[src/rtl/fbd_pkg.sv]
package fbd_pkg;

  localparam int FBD_M_W   = 8;
  localparam int FBD_A_W   = 4;
  localparam int FBD_CTL_W = 2;
  localparam int FBD_NBUF  = 2;

  localparam int FBD_FULL_LEN  = FBD_CTL_W + 2 + FBD_M_W + FBD_A_W;
  localparam int FBD_AONLY_LEN = FBD_CTL_W + FBD_A_W;

  localparam logic [FBD_CTL_W-1:0] FBD_CODE_FULL  = 2'b00;
  localparam logic [FBD_CTL_W-1:0] FBD_CODE_AONLY = 2'b01;

  typedef struct packed {
    logic                 mode89;
    logic [FBD_M_W-1:0]   m;
    logic [FBD_A_W-1:0]   a;
  } fbd_word_t;

  // Swallow value actually used: top bit dropped in 8/9 mode.
  function automatic logic [FBD_A_W-1:0] fbd_eff_a(input fbd_word_t w);
    logic [FBD_A_W-1:0] r;
    r = w.a;
    if (w.mode89) r[FBD_A_W-1] = 1'b0;
    return r;
  endfunction

  // A slot may be copied only while enough of the period remains.
  function automatic logic fbd_guard_ok(input logic [FBD_M_W-1:0] rem,
                                        input int guard);
    return int'(rem) > guard;
  endfunction

endpackage

[src/rtl/fbd_serial_rx.sv]
module fbd_serial_rx
  import fbd_pkg::*;
(
  input  logic                clk,
  input  logic                rst_n,
  input  logic                sclk,
  input  logic                sen,
  input  logic                sdat,
  output logic                full_stb,
  output logic                full_tgt,
  output fbd_word_t           full_word,
  output logic                aonly_stb,
  output logic [FBD_A_W-1:0]  aonly_val
);

  localparam int CNT_W = $clog2(FBD_FULL_LEN + 2);
  localparam logic [CNT_W-1:0] CNT_MAX   = {CNT_W{1'b1}};
  localparam logic [CNT_W-1:0] LEN_FULL  = CNT_W'(FBD_FULL_LEN);
  localparam logic [CNT_W-1:0] LEN_AONLY = CNT_W'(FBD_AONLY_LEN);
  localparam int WORD_W = $bits(fbd_word_t);

  logic                    sclk_q, sen_q;
  logic [FBD_FULL_LEN-1:0] sr;
  logic [CNT_W-1:0]        cnt;

  logic sclk_rise, sen_fall;
  assign sclk_rise = sclk & ~sclk_q;
  assign sen_fall  = sen_q & ~sen;

  always_ff @(posedge clk or negedge rst_n) begin
    if (!rst_n) begin
      sclk_q <= 1'b0;
      sen_q  <= 1'b0;
      sr     <= '0;
      cnt    <= '0;
    end else begin
      sclk_q <= sclk;
      sen_q  <= sen;
      if (!sen) begin
        cnt <= '0;
      end else if (sclk_rise) begin
        sr <= {sr[FBD_FULL_LEN-2:0], sdat};
        if (cnt != CNT_MAX) cnt <= cnt + 1'b1;
      end
    end
  end

  // Decode happens in the cycle the enable falls, from registered bits.
  assign full_stb  = sen_fall && (cnt == LEN_FULL) &&
                     (sr[FBD_FULL_LEN-1 -: FBD_CTL_W] == FBD_CODE_FULL);
  assign full_tgt  = sr[WORD_W];
  assign full_word = fbd_word_t'(sr[WORD_W-1:0]);

  assign aonly_stb = sen_fall && (cnt == LEN_AONLY) &&
                     (sr[FBD_AONLY_LEN-1 -: FBD_CTL_W] == FBD_CODE_AONLY);
  assign aonly_val = sr[FBD_A_W-1:0];

endmodule

[src/rtl/fbd_buf_bank.sv]
module fbd_buf_bank
  import fbd_pkg::*;
#(
  parameter int        GUARD    = 3,
  parameter fbd_word_t RST_WORD = '0
)(
  input  logic                clk,
  input  logic                rst_n,
  input  logic                sel,
  input  logic                full_stb,
  input  logic                full_tgt,
  input  fbd_word_t           full_word,
  input  logic                aonly_stb,
  input  logic [FBD_A_W-1:0]  aonly_val,
  input  logic [FBD_M_W-1:0]  rem,
  input  logic                reload,
  output fbd_word_t           load_word
);

  logic               sel_q;
  logic               pend;
  logic               a_pend;
  logic [FBD_A_W-1:0] a_new;
  fbd_word_t          work;

  // Named internal events
  logic sel_tog, xfer, a_apply;
  assign sel_tog = sel ^ sel_q;
  assign xfer    = pend && fbd_guard_ok(rem, GUARD);
  assign a_apply = a_pend && reload;

  for (genvar gb = 0; gb < FBD_NBUF; gb++) begin : g_buf
    fbd_word_t q;
    always_ff @(posedge clk or negedge rst_n) begin
      if (!rst_n) begin
        q <= RST_WORD;
      end else if (full_stb && (int'(full_tgt) == gb)) begin
        q <= full_word;
      end else if (aonly_stb && (int'(sel_q) == gb)) begin
        q.a <= aonly_val;
      end
    end
  end

  fbd_word_t active_buf;
  assign active_buf = sel_q ? g_buf[1].q : g_buf[0].q;

  always_ff @(posedge clk or negedge rst_n) begin
    if (!rst_n) begin
      sel_q  <= 1'b0;
      pend   <= 1'b0;
      a_pend <= 1'b0;
      a_new  <= '0;
      work   <= RST_WORD;
    end else begin
      sel_q  <= sel;
      pend   <= (pend & ~xfer) | full_stb | sel_tog;
      a_pend <= (a_pend & ~a_apply) | aonly_stb;
      if (aonly_stb) a_new <= aonly_val;
      if (xfer)         work   <= active_buf;
      else if (a_apply) work.a <= a_new;
    end
  end

  always_comb begin
    load_word = work;
    if (a_pend) load_word.a = a_new;
  end

  // the working M and modulus change only after a cycle with room left
  a_r8_guarded_copy: assert property (@(posedge clk) disable iff (!rst_n)
    ($changed(work.m) || $changed(work.mode89)) |-> ($past(rem) > GUARD));

  // a swallow-only update never touches M or the modulus bit
  a_r9_aonly_keeps_m: assert property (@(posedge clk) disable iff (!rst_n)
    a_apply |=> ($stable(work.m) && $stable(work.mode89)));

endmodule

[src/rtl/fbd_counters.sv]
module fbd_counters
  import fbd_pkg::*;
#(
  parameter fbd_word_t RST_WORD = '0
)(
  input  logic                clk,
  input  logic                rst_n,
  input  fbd_word_t           load_word,
  output logic [FBD_M_W-1:0]  rem,
  output logic                reload,
  output logic                mc,
  output logic                mode89
);

  logic [FBD_M_W-1:0] mcnt;
  logic [FBD_A_W-1:0] acnt;
  logic               run_mode;

  assign rem    = mcnt;
  assign reload = (mcnt == FBD_M_W'(1));
  assign mc     = (acnt != '0);
  assign mode89 = run_mode;

  always_ff @(posedge clk or negedge rst_n) begin
    if (!rst_n) begin
      mcnt     <= RST_WORD.m;
      acnt     <= fbd_eff_a(RST_WORD);
      run_mode <= RST_WORD.mode89;
    end else if (reload) begin
      mcnt     <= load_word.m;
      acnt     <= fbd_eff_a(load_word);
      run_mode <= load_word.mode89;
    end else begin
      mcnt <= mcnt - 1'b1;
      if (acnt != '0) acnt <= acnt - 1'b1;
    end
  end

  // each new period starts with the full governing M
  a_r2_reload_takes_m: assert property (@(posedge clk) disable iff (!rst_n)
    reload |=> (rem == $past(load_word.m)));

  // modulus control can only start at a period boundary
  a_r3_mc_rises_at_start: assert property (@(posedge clk) disable iff (!rst_n)
    $rose(mc) |-> $past(reload));

  // in 8/9 mode the swallow count never uses its top bit
  a_r4_small_mod_a_fits: assert property (@(posedge clk) disable iff (!rst_n)
    mode89 |-> !acnt[FBD_A_W-1]);

  // modulus choice changes only at a boundary
  a_r4_mode_at_boundary: assert property (@(posedge clk) disable iff (!rst_n)
    $changed(mode89) |-> $past(reload));

endmodule

[src/rtl/dmod_fb_divider.sv]
module dmod_fb_divider
  import fbd_pkg::*;
#(
  parameter int                 GUARD    = 3,
  parameter logic [FBD_M_W-1:0] RST_M    = 8'd16,
  parameter logic [FBD_A_W-1:0] RST_A    = 4'd0,
  parameter logic               RST_MODE = 1'b0
)(
  input  logic clk,
  input  logic rst_n,
  input  logic ser_clk,
  input  logic ser_en,
  input  logic ser_dat,
  input  logic buf_sel,
  output logic mod_ctl,
  output logic small_mod_sel,
  output logic fb_pulse
);

  localparam fbd_word_t RST_WORD = '{mode89: RST_MODE, m: RST_M, a: RST_A};

  logic               full_stb, full_tgt, aonly_stb;
  fbd_word_t          full_word, load_word;
  logic [FBD_A_W-1:0] aonly_val;
  logic [FBD_M_W-1:0] rem;
  logic               reload;

  fbd_serial_rx u_rx (
    .clk       (clk),
    .rst_n     (rst_n),
    .sclk      (ser_clk),
    .sen       (ser_en),
    .sdat      (ser_dat),
    .full_stb  (full_stb),
    .full_tgt  (full_tgt),
    .full_word (full_word),
    .aonly_stb (aonly_stb),
    .aonly_val (aonly_val)
  );

  fbd_buf_bank #(.GUARD(GUARD), .RST_WORD(RST_WORD)) u_bank (
    .clk       (clk),
    .rst_n     (rst_n),
    .sel       (buf_sel),
    .full_stb  (full_stb),
    .full_tgt  (full_tgt),
    .full_word (full_word),
    .aonly_stb (aonly_stb),
    .aonly_val (aonly_val),
    .rem       (rem),
    .reload    (reload),
    .load_word (load_word)
  );

  fbd_counters #(.RST_WORD(RST_WORD)) u_cnt (
    .clk       (clk),
    .rst_n     (rst_n),
    .load_word (load_word),
    .rem       (rem),
    .reload    (reload),
    .mc        (mod_ctl),
    .mode89    (small_mod_sel)
  );

  assign fb_pulse = reload;

endmodule

[config.mk]
export PLATFORM = sky130hd
export DESIGN_NAME = dmod_fb_divider
export DESIGN_NICKNAME = d
export VERILOG_FILES = /design/src/rtl/fbd_pkg.sv /design/src/rtl/fbd_serial_rx.sv /design/src/rtl/fbd_buf_bank.sv /design/src/rtl/fbd_counters.sv /design/src/rtl/dmod_fb_divider.sv
export SDC_FILE = /design/constraint.sdc
export NUM_CORES = 1
export LEC_CHECK = 0
export ABC_AREA = 0
export BUFFER_PORTS_ARGS = -buffer_cell sky130_fd_sc_hd__buf_2
export CAP_MARGIN = 20
export CORE_MARGIN = 2
export CORE_UTILIZATION = 25
export DETAILED_ROUTE_END_ITERATION = 8
export PLACE_DENSITY = 0.37
export REMOVE_ABC_BUFFERS = 1
export SLEW_MARGIN = 20
export SYNTH_ARGS = -nofsm -noshare
export SYNTH_HDL_FRONTEND = slang
export SYNTH_SLANG_ARGS = --single-unit
[constraint.sdc]
create_clock -name clk -period 1.9 [get_ports clk]
set_input_delay 0.095 -clock clk [delete_from_list [all_inputs] [get_ports clk]]
set_output_delay 0.095 -clock clk [all_outputs]
set_load 0.05 [all_outputs]
==> impl_results.md <==
- Cells along the critical path: nor4_4 -> nand3_2 -> buf_4 -> inv_1 -> buf_6
- Crit path DAT: 1.67 ns
- Die footprint: 0.0155 mm2
- RSZ-0062 raised after global routing: false
- Crit. End Element: output port
- Synthesized area: 0.00362 mm2
- Synth top area share: 53.8%
- Post-synth EDFFs: 0
- Skew final: 0.00514 ns
- Drt drc: 0
- Max_cap viols: 0
- WL/cell: 14.0 um
- Register area share after synthesis: 56.7%
- Fin. Hold Viols: 0
- F_max: 566 MHz
- Crit start category: flop
- Minimum clock period: 1.77 ns
- Min-Delay Path Class: input port to asynchronous set/reset pin
- Setup_tns: 0 ns
- Routed Antenna Nets: 0
- DP Wirelength: 4.77 mm
- Post-Route WL: 7.06 mm
- Initial antenna violation count: 0
- Root buffer cell: clkbuf_16
- DR vias: 2130
- Leading cell type in the layout, fill and taps excluded: dfrtp_1
- Total grt overflow: 0
- Die width: 124 um
- Worst vdd ir: 0.000312 V
- Iteration-0 DRC Markers: 89
- Ant diodes: 0
- Warnings, synthesis: 0
- Worst EP required: 1.80 ns
- Final Power: 3.89 mW
- Vias per cell: 4.23
- Critical path's top delay family: simple AND/OR/NAND/NOR gates
- Core ar.: 0.0144 mm2
- Cell Rows: 44
- Layout cells sized above 1: 33.2%
- Syn Inst Count: 283
- Post-route cell area: around 0.0044 mm2
- Slew @ Worst Pin: 0.427 ns
- CP bufs+invs: 3
- Leading area contributor after synthesis: dfrtp_1
- Post-synth ARST share: 100%
- Die Span Y: 124 um
- Vias in the first global route: roughly 2300
- #FFs+latches synth: 82
- CTS Buf Count: 9
- CP peak stage delay: 0.44 ns
- Top FF cell, synth: dfrtp_1
- PortBufs: 8
- Largest cells by area after synthesis: dfrtp_1 (54%), mux2_2 (15%), mux2i_1 (5.2%)
- Mean Syn Cell Area: 12.8 um2
- Fillers: 1436
- Final nets: 328
- GR Util All Layers: 9.97%
- Hold Slack: roughly 0.24 ns
- Initial Util: 25.2%
- Worst-path clk slew: 0.06 ns
- Status: finished clean
- Crit Path Max Fanout: 8
- Area Overhead vs Synth: 20.8%
- Relative slew slack: a little under three quarters
- Final Cycle Share: 93.1%
- Fin. max-slew vios: 0
- Drt first pass iters: 4
- Setup violators final: 0
- DP Area: 0.00398 mm2
- Slowest CP cell: dfrtp_2
- Number of I/O pins: 9
- First-pass GRT wire length: 12.2 mm
- Static Leak: 2.06 nW
- Critical setup path kind: flop to output port
- Maximum root-to-sink buffer count: 2
- Clock sink total: 82
- Post-layout util: between 30 and 40%
- GP Congestion: 0.696
- H-tree depth: 3
- Leading cell types in the layout, fill and taps excluded: dfrtp_1 (76), mux2_2 (47), mux2i_1 (19)
- PwrDens: 888 mW/mm2
- Count of cell types in the netlist: 41
- Clock Latency Late Sink: roughly 0.33 ns
- CTS tree: yes
- Pin count of the biggest net entering global routing: 40
## where the power goes
group	total [mW]	switching, mW	leakage (nW)	internal (mW)
combinational	0.247	0.113	0.854	0.134
clock	1.66	0.674	0.143	0.990
sequential	1.98	0.122	1.06	1.85
total	3.89	0.909	2.06	2.98
## sequential cells by signal (all words and copies together), names as in the netlist
name,flops
u_bank.g_buf.q,26
u_rx.sr,16
u_bank.load_word,9
u_cnt.rem,8
u_rx.cnt,5
u_bank.a_new,4
u_bank.work,4
u_cnt.acnt,4
u_bank.a_pend,1
u_bank.pend,1
u_bank.sel_q,1
u_cnt.mode89,1
u_rx.sclk_q,1
u_rx.sen_q,1
## area by class of cell
cell class	instances	area, um2	area share [%]
clock inverter	2	10.0	0.229
sequential	82	2060	47.0
tap	184	230	5.26
clock buffer	14	274	6.26
multi-input combinational	184	1540	35.1
inverter	9	33.8	0.771
timing repair buffer	28	236	5.40
## stage by stage
step / worst slack [ns] / cells
6_report: 0.132 / 503
3_3_place_gp: 0.0789 / 481
5_1_grt: 0.00792 / 503
4_1_cts: 0.0147 / 503
3_5_place_dp: 0.0190 / 481
2_1_floorplan: -0.209 / 275
## logic make-up (layout without fill, tap and decap cells)
| family | after synthesis | count (layout) | synth area share [%] |
|---|---|---|---|
| AO/OA/AOI/OAI | 36 | 36 | 6.01 |
| adder cells (fa/ha/maj) | 8 | 8 | 2.76 |
| flip-flops | 82 | 82 | 56.7 |
| XOR/XNOR | 11 | 11 | 2.66 |
| multiplexers | 66 | 66 | 19.8 |
| buffers and inverters | 17 | 53 | 2.21 |
| AND/OR/NAND/NOR | 63 | 63 | 9.77 |
## worst paths after layout
check	start	end	slack, ns	cells past startpoint
hold / removal	rst_n	u_cnt.rem[5]$_DFF_PN0_	0.24	2
setup reg to reg	u_rx.cnt[1]$_DFFE_PN0P_	u_rx.cnt[3]$_DFFE_PN0P_	0.14	7
min in group clk	ser_clk	u_rx.sclk_q$_DFF_PN0_	0.43	2
max in group asynchronous	rst_n	u_bank.g_buf[0].q[8]$_DFFE_PN1P_	1.05	3
hold reg to reg	u_bank.load_word[8]$_DFFE_PN1N_	u_bank.load_word[8]$_DFFE_PN1N_	0.48	2
setup / recovery	u_cnt.rem[5]$_DFF_PN0_	fb_pulse	0.13	5
## per-layer routing
layer	wire length [um]	GRT usage (%)	part of all wire [%]
met1	3610	13.8	51
met2	3120	14.4	44
met3	179	2.84	2.5
met4	153	4.69	2.2
met5	0	0	0
## synthesized netlist by cell type, drive strengths merged, types with 4 or more instances
| cell | instances |
|---|---|
| a211oi | 4 |
| clkbuf | 4 |
| xnor2 | 8 |
| mux2 | 47 |
| dfrtp | 78 |
| dfstp | 4 |
| mux2i | 19 |
| buf | 4 |
| ha | 8 |
| o21ai | 15 |
| nor2b | 6 |
| a21oi | 14 |
| nor2 | 14 |
| nand3 | 5 |
| nand2 | 18 |
| inv | 9 |
## repair_timing
action	in CTS	in global routing
resized for setup	3	10
hold endpoints to repair	31	0
buffers inserted	1	0
pin swaps	1	2
hold buffers	5	0
endpoints found under the setup margin	9	18
No activity file was read; power rests on OpenSTA's default activity.
